<file path="config.mk">
export PLATFORM = sky130hd
export DESIGN_NAME = rx_deser_eof
export DESIGN_NICKNAME = d
export VERILOG_FILES = /design/src/rtl/rxd_pkg.sv /design/src/rtl/rxd_packer.sv /design/src/rtl/rxd_gap_det.sv /design/src/rtl/rxd_irq_pin.sv /design/src/rtl/rx_deser_eof.sv
export SDC_FILE = /design/constraint.sdc
export NUM_CORES = 1
export LEC_CHECK = 0
export BUFFER_PORTS_ARGS = -buffer_cell sky130_fd_sc_hd__buf_2
export CORE_MARGIN = 2
export CORE_UTILIZATION = 45
export CTS_CLUSTER_DIAMETER = 120
export DETAILED_ROUTE_END_ITERATION = 8
export GPL_ROUTABILITY_DRIVEN = 1
export PLACE_DENSITY = 0.65
export SKIP_CTS_REPAIR_TIMING = 1
export SLEW_MARGIN = 20
export SYNTH_ARGS = -nofsm -noshare
export SYNTH_HDL_FRONTEND = slang
export SYNTH_HIERARCHICAL = 1
export SYNTH_SLANG_ARGS = --single-unit
</file>
<file path="constraint.sdc">
create_clock -name clk -period 2.7 [get_ports clk]
set_input_delay 0.54 -clock clk [delete_from_list [all_inputs] [get_ports clk]]
set_output_delay 0.54 -clock clk [all_outputs]
set_load 0.005 [all_outputs]
</file>
<file path="src/rtl/rxd_pkg.sv">
// Shared types for the receive packer: interrupt pin drive styles.
package rxd_pkg;
    typedef enum logic [1:0] {
        DRV_PP_LOW  = 2'b00,
        DRV_PP_HIGH = 2'b01,
        DRV_OPEN_SRC = 2'b10,
        DRV_OPEN_DRN = 2'b11
    } irq_drive_e;
endpackage

</file>
<file path="src/rtl/rxd_packer.sv">
// Shifts accepted bits into a byte MSB first and loads the output register
// on a full byte or on a flush with pending bits.
// Assumes push and flush never occur in the same cycle.
module rxd_packer #(
    parameter int BYTE_W = 8,
    localparam int CNT_W = $clog2(BYTE_W)
) (
    input  logic              clk,
    input  logic              rst_n,
    input  logic              push,
    input  logic              bit_in,
    input  logic              flush,
    output logic [BYTE_W-1:0] out_data,
    output logic [CNT_W-1:0]  out_nbits,
    output logic              out_stb
);
    logic [BYTE_W-1:0] shreg;
    logic [CNT_W-1:0]  fill;
    logic              last_bit;

    // Purpose: the next push completes a byte.
    assign last_bit = (fill == CNT_W'(BYTE_W - 1));

    // Purpose: shift bits in and load the output register.
    always_ff @(posedge clk) begin
        if (!rst_n) begin
            shreg     <= '0;
            fill      <= '0;
            out_data  <= '0;
            out_nbits <= '0;
            out_stb   <= 1'b0;
        end else begin
            out_stb <= 1'b0;
            if (push) begin
                if (last_bit) begin
                    out_data  <= {shreg[BYTE_W-2:0], bit_in};
                    out_nbits <= '0;
                    out_stb   <= 1'b1;
                    shreg     <= '0;
                    fill      <= '0;
                end else begin
                    shreg <= {shreg[BYTE_W-2:0], bit_in};
                    fill  <= fill + 1'b1;
                end
            end else if (flush && (fill != '0)) begin
                out_data  <= shreg;
                out_nbits <= fill;
                out_stb   <= 1'b1;
                shreg     <= '0;
                fill      <= '0;
            end
        end
    end
endmodule

</file>
<file path="src/rtl/rxd_gap_det.sv">
// Counts consecutive invalid bit times after valid data and flags end of
// frame. It arms on a valid bit and disarms on EOF, so idle time never
// produces a second event. The counter never exceeds the limit.
module rxd_gap_det #(
    parameter int LEN_W = 3
) (
    input  logic             clk,
    input  logic             rst_n,
    input  logic             stb,
    input  logic             valid,
    input  logic [LEN_W-1:0] gap_len,
    output logic             eof_now
);
    logic             armed;
    logic [LEN_W-1:0] gap;

    // Purpose: an invalid strobe that completes the gap while armed.
    assign eof_now = stb && !valid && armed && (gap >= gap_len);

    // Purpose: arm on valid data, count invalid strobes, disarm on EOF.
    always_ff @(posedge clk) begin
        if (!rst_n) begin
            armed <= 1'b0;
            gap   <= '0;
        end else if (stb) begin
            if (valid) begin
                armed <= 1'b1;
                gap   <= '0;
            end else if (armed) begin
                if (eof_now) begin
                    armed <= 1'b0;
                    gap   <= '0;
                end else begin
                    gap <= gap + 1'b1;
                end
            end
        end
    end
endmodule

</file>
<file path="src/rtl/rxd_irq_pin.sv">
// Sticky interrupt flag and the pin driver with four drive styles.
// A set in the same cycle as a clear wins.
module rxd_irq_pin
    import rxd_pkg::*;
(
    input  logic       clk,
    input  logic       rst_n,
    input  logic       set,
    input  logic       clr,
    input  logic [1:0] mode,
    output logic       flag,
    output logic       pin_o,
    output logic       pin_oe
);
    irq_drive_e drv;

    // Purpose: hold the interrupt until the host clears it.
    always_ff @(posedge clk) begin
        if (!rst_n)   flag <= 1'b0;
        else if (set) flag <= 1'b1;
        else if (clr) flag <= 1'b0;
    end

    assign drv = irq_drive_e'(mode);

    // Purpose: map the flag onto a pin value and an output enable.
    always_comb begin
        unique case (drv)
            DRV_OPEN_DRN: begin pin_o = 1'b0;  pin_oe = flag; end
            DRV_OPEN_SRC: begin pin_o = 1'b1;  pin_oe = flag; end
            DRV_PP_HIGH:  begin pin_o = flag;  pin_oe = 1'b1; end
            default:      begin pin_o = !flag; pin_oe = 1'b1; end
        endcase
    end
endmodule

</file>
<file path="src/rtl/rx_deser_eof.sv">
// Top: receive packer with end-of-frame gap detection and an interrupt pin.
// Assumes at most one bit strobe per clock cycle.
module rx_deser_eof #(
    parameter int BYTE_W = 8,
    parameter int LEN_W  = 3,
    localparam int CNT_W = $clog2(BYTE_W)
) (
    input  logic              clk,
    input  logic              rst_n,
    input  logic              bit_strobe,
    input  logic              bit_valid,
    input  logic              bit_data,
    input  logic              rx_invert,
    input  logic [LEN_W-1:0]  eof_len,
    input  logic [1:0]        irq_mode,
    input  logic              irq_clr,
    output logic [BYTE_W-1:0] rd_data,
    output logic [CNT_W-1:0]  rd_nbits,
    output logic              rd_stb,
    output logic              eof_evt,
    output logic              irq_o,
    output logic              irq_oe
);
    logic eof_now;
    logic push;
    logic rx_bit;
    logic irq_flag;

    // Purpose: accept only valid strobes, with the optional complement.
    assign push   = bit_strobe && bit_valid;
    assign rx_bit = bit_data ^ rx_invert;

    rxd_gap_det #(.LEN_W(LEN_W)) u_gap (
        .clk     (clk),
        .rst_n   (rst_n),
        .stb     (bit_strobe),
        .valid   (bit_valid),
        .gap_len (eof_len),
        .eof_now (eof_now)
    );

    rxd_packer #(.BYTE_W(BYTE_W)) u_pack (
        .clk       (clk),
        .rst_n     (rst_n),
        .push      (push),
        .bit_in    (rx_bit),
        .flush     (eof_now),
        .out_data  (rd_data),
        .out_nbits (rd_nbits),
        .out_stb   (rd_stb)
    );

    rxd_irq_pin u_irq (
        .clk    (clk),
        .rst_n  (rst_n),
        .set    (eof_now),
        .clr    (irq_clr),
        .mode   (irq_mode),
        .flag   (irq_flag),
        .pin_o  (irq_o),
        .pin_oe (irq_oe)
    );

    // Purpose: register the end-of-frame pulse alongside the data register.
    always_ff @(posedge clk) begin
        if (!rst_n) eof_evt <= 1'b0;
        else        eof_evt <= eof_now;
    end
endmodule

</file>
== Word-level counts from Yosys, hierarchy flattened ==
Cells that the tools add are included.
Widths: inputs -> output; s select.
Storage, ports and cells
  register bits after elaboration: 29
  word-level logic and storage cells: 57
  output and inout bits: 15
Operators by class
  $add $sub $neg: 2
  equality and inequality tests: 5
  mux-type cells: 25
  reduce and logical (&&, ||, !) cells: 14
  order comparisons: 1
  bitwise gates (word level): 1
Operators with widths (number)
  $mux 8: 6
  $mux 3: 9
  $mux 1: 9
  $add 3x1->3 const B: 2
  $reduce_bool 2->1: 3
  $logic_and 1x1->1: 5
  $eq 2x2->1 const B: 2
  $reduce_and 2->1: 2
  $eq 3x3->1 const B: 1
  $ge 3x3->1: 1
  $pmux 1 s3: 1
  $reduce_bool 3->1: 1
  $eq 2x1->1 const B: 1
  $logic_not 1->1: 2
  $ne 2x1->1 const B: 1
  $reduce_or 2->1: 1
  $xor 1x1->1: 1

== Logic depth before layout (Yosys ltp) ==
Gate-level depths: netlist of the first run.
  word-level depth: 7
  mapped depth: 9
  gate-level depth less buffers: 8

== Cells and area by module ==
The synthesis of the first run kept the hierarchy.
Modules (own cells, without submodules)
  rxd_packer: cells an instance 125, area each 1074.8 sq um, sequential area each 460.4 sq um, times used 1
  rxd_gap_det: cells an instance 32, area each 275.3 sq um, sequential area each 80.1 sq um, times used 1
  rxd_irq_pin: cells an instance 6, area each 62.6 sq um, sequential area each 20.0 sq um, times used 1
  rx_deser_eof: cells an instance 4, area each 41.3 sq um, sequential area each 20.0 sq um, times used 1

== Worst setup path before layout of the first run ==
Ideal clock, no wire load.
  path type: input -> register
  start point: input port eof_len[2]
  end point: register u_pack.out_data[0]
  cell stages on the path: 9
  buffers on the path: 1
  data arrival time: 2144 ps
  required time: 2628 ps
  setup time: 72 ps
  path slack: 484 ps
  cell sequence: inv_1 ha_1 a21o_1 a31oi_4 nor2_1 nor2b_2 a22oi_2 buf_6 mux2i_1
On the way
  longest elaborated chain between the ends: 5
Ends and longest elaborated chain
  start: declaration: line rx_deser_eof.sv:14  | input logic [LEN_W-1:0] eof_len,
  $ge 3x3->1: line rxd_gap_det.sv:18  | assign eof_now = stb && !valid && armed && (gap >= gap_len);
  $logic_and 1x1->1: line rxd_gap_det.sv:18
  named net eof_now: line rx_deser_eof.sv:24  | logic eof_now;
  $logic_and 1x1->1: line rxd_packer.sv:45  | end else if (flush && (fill != '0)) begin
  $reduce_bool 2->1 (no line)
  $reduce_and 2->1 (no line)
  end signal: assignment: line rxd_packer.sv:36  | out_data <= {shreg[BYTE_W-2:0], bit_in};
  end signal: assignment: line rxd_packer.sv:46  | out_data <= shreg;
  end: declaration: line rxd_packer.sv:13  | output logic [BYTE_W-1:0] out_data,
The timed path passes the listed nets, and every way through them passes these cells.
A chain may end at the register's enable or synchronous reset.

== Worst setup path in the final report of the first run ==
  start point: register u_gap.gap[0]
  end point: register u_pack.out_nbits[2]
On the way
  longest elaborated chain between the ends: 5
Ends and longest elaborated chain
  start: declaration: line rxd_gap_det.sv:15  | logic [LEN_W-1:0] gap;
  start signal: assignment: line rxd_gap_det.sv:34  | gap <= gap + 1'b1;
  $ge 3x3->1: line rxd_gap_det.sv:18
  $logic_and 1x1->1: line rxd_gap_det.sv:18
  named net eof_now: line rx_deser_eof.sv:24
  $logic_and 1x1->1: line rxd_packer.sv:45
  $reduce_bool 2->1 (no line)
  $reduce_and 2->1 (no line)
  end signal: assignment: line rxd_packer.sv:47  | out_nbits <= fill;
  end: declaration: line rxd_packer.sv:14  | output logic [CNT_W-1:0] out_nbits,
The timed path passes the listed nets, and every way through them passes these cells.

==> impl_summary.txt, run 1 <==
----------------------------------------------------
[CTS]
  Number of buffers created by CTS ... 5
  Clock slew at reported path FFs ... approximately 0.090 ns
  Clk Latency, worst-skew pair ... between 0.3 and 0.4 ns
  Max Root-Sink Buffers ... 2
  Clock tree from TritonCTS ... yes
  Number of sinks on the clock net ... 29
  Root cell of the clock tree ... sky130_fd_sc_hd__clkbuf_4
  H-tree levels ... 2

[Final layout]
  Signed area change from the synthesized netlist to the final layout ... 15.2%
  Post-layout util ... 0.549
  Antenna diodes ... 0
  Total number of nets in the final design ... around 220
  Fraction of final layout cells sized beyond drive strength 1 ... 0.208
  Most common cell after layout, fill and taps aside ... sky130_fd_sc_hd__dfxtp_1
  Commonest cells after routing, fill and taps aside ... 29 x sky130_fd_sc_hd__dfxtp_1, 26 x sky130_fd_sc_hd__buf_2, 23 x sky130_fd_sc_hd__nand2_1
  Fill count ... 306
  Final Cell Area ... ~1700 um2

[Min path]
  Hold Crit Start ... u_pack/out_data[0]
  Depth of the worst hold-timing path ... 2
  Class of the tightest hold or removal check ... reg2reg
  End point of the most critical hold path ... u_pack/out_data[0]

[Logic synthesis]
  Number of nets in the synthesized netlist ... approximately 190
  Register bit total from synthesis ... 29
  Total number of yosys warnings ... 6
  Instance count of the mapped netlist ... ~170
  Fraction of post-synthesis cell area in the top cell type by area ... 0.399
  Number of enable-type register cells in the synthesized netlist ... 0
  Area of the mapped netlist ... around 1500 um2
  Largest cells by area after synthesis ... sky130_fd_sc_hd__dfxtp_1 40%, sky130_fd_sc_hd__ha_1 6.0%, sky130_fd_sc_hd__nand2_1 5.9%
  Share of flip-flops with an asynchronous set or reset after synthesis ... 0
  Netlist cell types ... 34
  Share of synthesized area occupied by flip-flops and latches ... 0.399
  Most used flip-flop cell after synthesis ... sky130_fd_sc_hd__dfxtp_1
  Average cell area after synthesis ... about 8.7 um2
  Leading area contributor after synthesis ... sky130_fd_sc_hd__dfxtp_1

[Floorplan]
  Site Rows ... 20
  Die area ... approximately 3700 um2
  Core area ... 3050 um2
  Starting density of the core ... 0.476
  Die height ... approximately 61 um
  Die outline width ... between 60 and 70 um
  Num ports ... 27

[Place]
  Final Wtd Congestion ... approximately 0.84
  Post-placement cell area ... around 1600 um2
  Final HPWL from detailed placement ... about 2100 um
  Number of input and output port buffers inserted ... 26

[Outcome]
  Run status ... finished clean

[Worst setup path]
  Register-to-Register Setup Slack ... approximately 0.41 ns
  Worst R2R End ... u_pack/out_nbits[2]
  Critical Path Source Type ... flip-flop
  Beginning of the worst register-to-register path ... u_gap/gap[0]
  Cells on worst reg2reg path ... 9
  Max FO, Critical Path ... 9
  Data required time at the worst endpoint ... approximately 3 ns
  Class of the most critical setup path ... reg2reg
  Critical Path Sink Type ... flip-flop
  Crit path DAT ... between 2 and 3 ns

[Global route]
  Number of antenna violations at the first check in global routing ... 0
  Total GRT Usage ... 0.179
  Pin count of the biggest net entering global routing ... 26
  Via count of the first global-routing pass ... between 1k and 1.5k
  Wire length of the first global-routing pass ... ~4800 um
  Sum of overflow across all layers after global routing ... 0

[Timing]
  Worst-margin pin slew ... ~0.62 ns
  Final critical path time including I/O delays and setup ... 2.29 ns
  Post-route fraction of the period consumed by the critical path ... 0.850
  Total Negative Setup Slacks ... 0 ns
  Final count of pins violating max slew ... 0
  Relative max-transition margin ... 0.584
  Worst clock skew ... 0.0148 ns
  Fmax ... 436 MHz
  RSZ-0062 raised after global routing ... false
  Final hold viol count ... 0
  Final setup violation count ... 0

[Flow run]
  Max_cap viols ... 0

[Routing]
  Drt total wl ... 2770 um
  Number of DRC violations after detailed-routing iteration 0 ... 14
  Remaining antenna violation count after routing ... 0
  Avg WL per Cell ... between 10 and 15 um
  Highest routing layer actually used ... met4
  Average via count per standard cell ... between 5 and 6
  DR WL met3 ... 134 um
  Detailed-route wire length on metal 1 ... between 1000 and 1500 um
  Met2 Routed Length ... ~1300 um
  Via count ... between 1k and 1.5k
  Pre-antenna DRT Iters ... 4
  Post-detailed-route DRC marker count ... 0

[Power and ir drop]
  IR Drop Worst-Case VDD ... about 0.24 mV
  Lkg Pwr ... approximately 0.76 nW
  Overall power after layout ... ~0.00074 W
  Pwr per Cell Area ... about 440 nW/um2

----------------------------------------------------
-- layer usage --
metal	global-route usage	up-vias
met5	0	-
met4	0.0776	0
met3	0.0661	5
met2	0.281	27
met1	0.219	556
li1	-	624
-- synth_stat cells, drive strengths merged (2+ instances only) --
| master | number |
|---|---|
| dfxtp | 29 |
| nand2 | 23 |
| o21ai | 14 |
| a21oi | 12 |
| and2 | 12 |
| nor2b | 11 |
| inv | 9 |
| mux2i | 8 |
| ha | 7 |
| nor2 | 6 |
| nand2b | 5 |
| buf | 4 |
| a21o | 3 |
| clkbuf | 3 |
| o21a | 3 |
| a211o | 2 |
| a22oi | 2 |
| a31oi | 2 |
| nand4b | 2 |
| o2bb2ai | 2 |
-- metrics by stage --
step                setup WS, ns  hold WS [ns]  instances
floorplan                  0.484         0.436        167
global placement           0.301         0.443        233
detailed placement         0.151         0.452        233
CTS                        0.382         0.467        241
global route               0.219         0.504        241
finish                     0.406         0.464        241
-- sequential cells by signal, summed over array words and instances, names as in the netlist --
register and flops:
u_pack/fill 3, eof_evt 1, u_gap/armed 1, u_gap/gap 3, u_pack/out_stb 1, u_pack/out_data 8
u_irq/flag 1, u_pack/shreg 8, u_pack/out_nbits 3
-- logic make-up after synthesis --
logic type,Yosys count,synth area share
flops,29,0.399
simple gates,63,0.235
xor+xnor,2,0.0121
fa+ha+maj,7,0.0602
buf+inv,16,0.0490
mux,8,0.0551
compound gates,42,0.189
-- critical path, stage by stage (launching register included) --
cell and delay (ns):
sky130_fd_sc_hd__dfxtp_1 0.38, sky130_fd_sc_hd__inv_1 0.06, sky130_fd_sc_hd__ha_1 0.26, sky130_fd_sc_hd__nand2b_1 0.13, sky130_fd_sc_hd__a31oi_4 0.13, sky130_fd_sc_hd__nor2_1 0.47, sky130_fd_sc_hd__nor2b_2 0.28, sky130_fd_sc_hd__a22oi_2 0.07
sky130_fd_sc_hd__buf_4 0.16, sky130_fd_sc_hd__a31o_2 0.24
-- power by group --
group | switching (W) | internal, W | total (W)
registers | 0.00000315 | 0.000432 | 0.000435
logic | 0.0000386 | 0.0000232 | 0.0000617
clock network | 0.000146 | 0.0000988 | 0.000245
-- how the worst max path moves through the flow --
stage                       from             endpoint  depth (start not counted)  slack (ns)
floorplan             eof_len[2]   u_pack/out_data[0]                          9        0.48
finish              u_gap/gap[0]  u_pack/out_nbits[2]                          9        0.41
detailed placement    eof_len[2]  u_pack/out_nbits[2]                         10        0.15
global placement      eof_len[2]  u_pack/out_nbits[2]                         10        0.30
global route        u_gap/gap[0]  u_pack/out_nbits[2]                          8        0.22
CTS                 u_gap/gap[0]  u_pack/out_nbits[2]                          9        0.38
-- area by class of cell --
cell class              instances  area, um2  share of cell area
clock inverters                 2       10.0             0.00597
flip-flops and latches         29        581               0.347
repair buffers                 29        153              0.0911
well taps                      44       55.1              0.0329
clock buffers                   6       41.3              0.0246
multi-input cells             122        802               0.479
inverters                       9       33.8              0.0202
No activity file was read; power rests on OpenSTA's default activity.
==> run 2: changes to the inputs <==
Settings changed: ABC_AREA set to 1, PLACE_DENSITY 0.65 to 0.64.
Clock period 2.7 ns to 2.3 ns, I/O delays scaled along.
==> impl_summary.txt, run 2 <==
----------------------------------------------------
[Place]
  Final HPWL from detailed placement ... 2050 um (was 2080 um)
  Number of input and output port buffers inserted ... 26 (unchanged)
  Post-place setup slack ... 0.254 ns (was 0.151 ns)
  DP Cell Count ... 280 (was 233)
  Final Wtd Congestion ... 0.751 (was 0.843)

[Timing]
  RSZ-0062 raised after global routing ... false (unchanged)
  Final count of pins violating max slew ... 0 (unchanged)
  Final setup violation count ... 0 (unchanged)
  PnR worst setup slack ... 0.496 ns (was 0.406 ns)
  Smallest hold slack ... 0.361 ns (was 0.464 ns)
  Relative max-transition margin ... 0.543 (was 0.584)
  Final critical path time including I/O delays and setup ... 1.80 ns (was 2.29 ns)
  Worst clock skew ... 0.0119 ns (was 0.0148 ns)
  Worst-margin pin slew ... 0.684 ns (was 0.623 ns)
  Final hold viol count ... 0 (unchanged)
  Post-route fraction of the period consumed by the critical path ... 0.784 (was 0.850)
  Fmax ... 554 MHz (was 436 MHz)
  Total Negative Setup Slacks ... 0 ns (unchanged)

[Flow run]
  Max_cap viols ... 0 (unchanged)

[Worst setup path]
  Count of buffer and inverter cells on the critical path ... 2 (unchanged)
  Max FO, Critical Path ... 11 (was 9)
  Cells on worst reg2reg path ... 9 (unchanged)
  Critical Path Most Common Cell ... sky130_fd_sc_hd__nand2_1
  Data required time at the worst endpoint ... 2.50 ns (was 2.92 ns)
  Largest incremental delay on the critical path ... 0.35 ns (was 0.47 ns)
  Crit path DAT ... 2.01 ns (was 2.51 ns)
  Kind of cell adding the most delay to the critical path ... simple AND/OR/NAND/NOR gates (unchanged)
  Register-to-Register Setup Slack ... 0.50 ns (was 0.41 ns)
  Critical Path Sink Type ... flip-flop (unchanged)
  Worst R2R End ... u_pack/fill[1] (was u_pack/out_nbits[2])
  Critical Path Source Type ... flip-flop (unchanged)
  Beginning of the worst register-to-register path ... u_gap/gap[2] (was u_gap/gap[0])
  Library cell contributing the largest single delay on the critical path ... sky130_fd_sc_hd__dfxtp_1 (was sky130_fd_sc_hd__nor2_1)
  Class of the most critical setup path ... reg2reg (unchanged)
  Cells traversed along the worst timing path ... ha_1 > nand2_1 > inv_1 > nand2_2 > a21boi_0 > buf_4 > nand2_1 > nand3_1 > a21oi_1 (was inv_1 > ha_1 > nand2b_1 > a31oi_4 > nor2_1 > nor2b_2 > a22oi_2 > buf_4 > a31o_2)

[CTS]
  Clock slew at reported path FFs ... 0.09 ns (about the same)
  H-tree levels ... 2 (unchanged)
  Root cell of the clock tree ... sky130_fd_sc_hd__clkbuf_4 (unchanged)
  Number of sinks on the clock net ... 29 (unchanged)
  Clock tree from TritonCTS ... yes (unchanged)
  Clk Latency, worst-skew pair ... 0.34 ns (was 0.33 ns)
  Max Root-Sink Buffers ... 2 (unchanged)
  Number of buffers created by CTS ... 5 (unchanged)

[Floorplan]
  Starting density of the core ... 0.468 (was 0.476)
  Die area ... 3960 um2 (was 3700 um2)
  Die outline width ... 62.9 um (was 60.8 um)
  Num ports ... 27 (unchanged)
  Die height ... 62.9 um (was 60.8 um)
  Site Rows ... 21 (was 20)
  Core area ... 3340 um2 (was 3050 um2)

[Global route]
  Pin count of the biggest net entering global routing ... 25 (was 26)
  Number of antenna violations at the first check in global routing ... 0 (unchanged)
  Total GRT Usage ... 0.171 (was 0.179)
  Via count of the first global-routing pass ... 1,252 (was 1,118)
  Wire length of the first global-routing pass ... 5450 um (was 4770 um)
  Sum of overflow across all layers after global routing ... 0 (unchanged)

[Logic synthesis]
  Area of the mapped netlist ... 1560 um2 (was 1450 um2)
  Netlist cell types ... 22 (was 34)
  Largest cells by area after synthesis ... sky130_fd_sc_hd__dfxtp_1 37%, sky130_fd_sc_hd__nand2_1 11%, sky130_fd_sc_hd__nand3_1 9.3% (was sky130_fd_sc_hd__dfxtp_1 40%, sky130_fd_sc_hd__ha_1 6.0%, sky130_fd_sc_hd__nand2_1 5.9%)
  Register bit total from synthesis ... 29 (unchanged)
  Number of enable-type register cells in the synthesized netlist ... 0 (unchanged)
  Average cell area after synthesis ... 7.20 um2 (was 8.71 um2)
  Fraction of post-synthesis cell area in the top cell type by area ... 0.371 (was 0.399)
  Total number of yosys warnings ... 6 (unchanged)
  Share of synthesized area occupied by flip-flops and latches ... 0.371 (was 0.399)
  Commonest cells in the netlist ... 45 x sky130_fd_sc_hd__nand2_1, 33 x sky130_fd_sc_hd__inv_1, 29 x sky130_fd_sc_hd__dfxtp_1, 29 x sky130_fd_sc_hd__nand3_1, 27 x sky130_fd_sc_hd__a21oi_1 (was 29 x sky130_fd_sc_hd__dfxtp_1, 23 x sky130_fd_sc_hd__nand2_1, 13 x sky130_fd_sc_hd__o21ai_0, 12 x sky130_fd_sc_hd__a21oi_1, 12 x sky130_fd_sc_hd__and2_1)
  Leading area contributor after synthesis ... sky130_fd_sc_hd__dfxtp_1 (unchanged)
  Number of nets in the synthesized netlist ... 236 (was 186)
  Share of flip-flops with an asynchronous set or reset after synthesis ... 0 (unchanged)
  Most used flip-flop cell after synthesis ... sky130_fd_sc_hd__dfxtp_1 (unchanged)
  Instance count of the mapped netlist ... 217 (was 167)
  Most instantiated library cell after synthesis ... sky130_fd_sc_hd__nand2_1 (was sky130_fd_sc_hd__dfxtp_1)

[Final layout]
  Signed area change from the synthesized netlist to the final layout ... 10.5% (was 15.2%)
  Most common cell after layout, fill and taps aside ... sky130_fd_sc_hd__nand2_1 (was sky130_fd_sc_hd__dfxtp_1)
  Largest registers ranked by flip-flop count ... u_pack/out_data: 8 flops, u_pack/shreg: 8 flops (unchanged)
  Fraction of final layout cells sized beyond drive strength 1 ... 0.190 (was 0.208)
  Antenna diodes ... 0 (unchanged)
  Area taken by multi-input logic gates ... 759 um2 (was 802 um2)
  Total number of nets in the final design ... 260 (was 215)
  Finished Layout Cells ... 288 (was 241)
  Commonest cells after routing, fill and taps aside ... 45 x sky130_fd_sc_hd__nand2_1, 33 x sky130_fd_sc_hd__inv_1, 29 x sky130_fd_sc_hd__dfxtp_1, 29 x sky130_fd_sc_hd__nand3_1, 27 x sky130_fd_sc_hd__a21oi_1 (was 29 x sky130_fd_sc_hd__dfxtp_1, 26 x sky130_fd_sc_hd__buf_2, 23 x sky130_fd_sc_hd__nand2_1)
  Combined flip-flop and latch cell area ... 581 um2 (unchanged)
  Fill count ... 345 (was 306)

[Min path]
  End point of the most critical hold path ... u_irq/flag (was u_pack/out_data[0])
  Class of the tightest hold or removal check ... in2reg (was reg2reg)
  Hold Crit Start ... irq_clr (was u_pack/out_data[0])
  Depth of the worst hold-timing path ... 4 (was 2)

[Power and ir drop]
  Pwr per Cell Area ... 510 nW/um2 (was 443 nW/um2)
  Lkg Pwr ... 0.833 nW (was 0.761 nW)
  IR Drop Worst-Case VDD ... 0.234 mV (was 0.237 mV)

[Routing]
  Remaining antenna violation count after routing ... 0 (unchanged)
  Average via count per standard cell ... 4.76 (was 5.03)
  Post-detailed-route DRC marker count ... 0 (unchanged)
  Number of DRC violations after detailed-routing iteration 0 ... 122 (was 14)
  Pre-antenna DRT Iters ... 4 (unchanged)
  Drt total wl ... 2900 um (was 2770 um)
  Avg WL per Cell ... 10.1 um (was 11.5 um)
  Via count ... 1,372 (was 1,212)

[Outcome]
  Run status ... finished clean (unchanged)

----------------------------------------------------
run 2: tightest hold or removal path: cells and delay by family:
kind | cells | cell delay [ns]
AOI/OAI and AO/OA | 1 | 0.05
buffers and inverters | 2 | 0.11
and+or+nand+nor | 1 | 0.04
run 2: area by class of cell:
cell class | count | area share
timing repair buffer | 28 | 0.0841
sequential | 29 | 0.336
multi-input combinational | 143 | 0.440
tap | 46 | 0.0333
clock inverter | 2 | 0.00580
inverter | 34 | 0.0768
clock buffer | 6 | 0.0239
run 2: worst max-delay path by stage:
stage                       from  slack, ns  cells after the start            endpoint
finish              u_gap/gap[2]       0.50                      9      u_pack/fill[1]
global route        u_gap/gap[0]       0.30                     10      u_pack/fill[1]
CTS                 u_gap/gap[2]       0.47                      9      u_pack/fill[1]
detailed placement    eof_len[2]       0.25                     11     u_pack/shreg[2]
global placement      eof_len[2]       0.28                     11  u_pack/out_data[7]
floorplan             eof_len[2]       0.14                     10      u_pack/fill[0]
run 2: metal layers:
metal | track usage | share of wire | up-vias
li1 | - | - | 750
met1 | 0.231 | 0.53 | 595
met2 | 0.247 | 0.40 | 21
met3 | 0.0486 | 0.043 | 6
met4 | 0.0833 | 0.021 | 0
met5 | 0 | 0 | -
run 2: logic make-up (layout without fill, tap and decap cells):
group,count (synthesis),count (layout),synth area share
flops,29,29,0.371
fa+ha+maj,7,7,0.0560
buf+inv,45,70,0.143
compound gates,39,39,0.135
simple gates,97,97,0.295
run 2: power by group:
part           internal (W)  leakage, nW  switching (W)
clock network      0.000116       0.0320       0.000178
registers          0.000507        0.234     0.00000477
logic             0.0000258        0.566      0.0000485
total              0.000649        0.833       0.000231
run 2: per-stage QoR:
stage,cell area [um2],power (W),utilization
global route,1730,0.000927,0.517
CTS,1730,0.000885,0.517
detailed placement,1680,0.000599,0.502
finish,1730,0.000880,0.517
global placement,1680,0.000598,0.502
floorplan,1560,0.000579,-
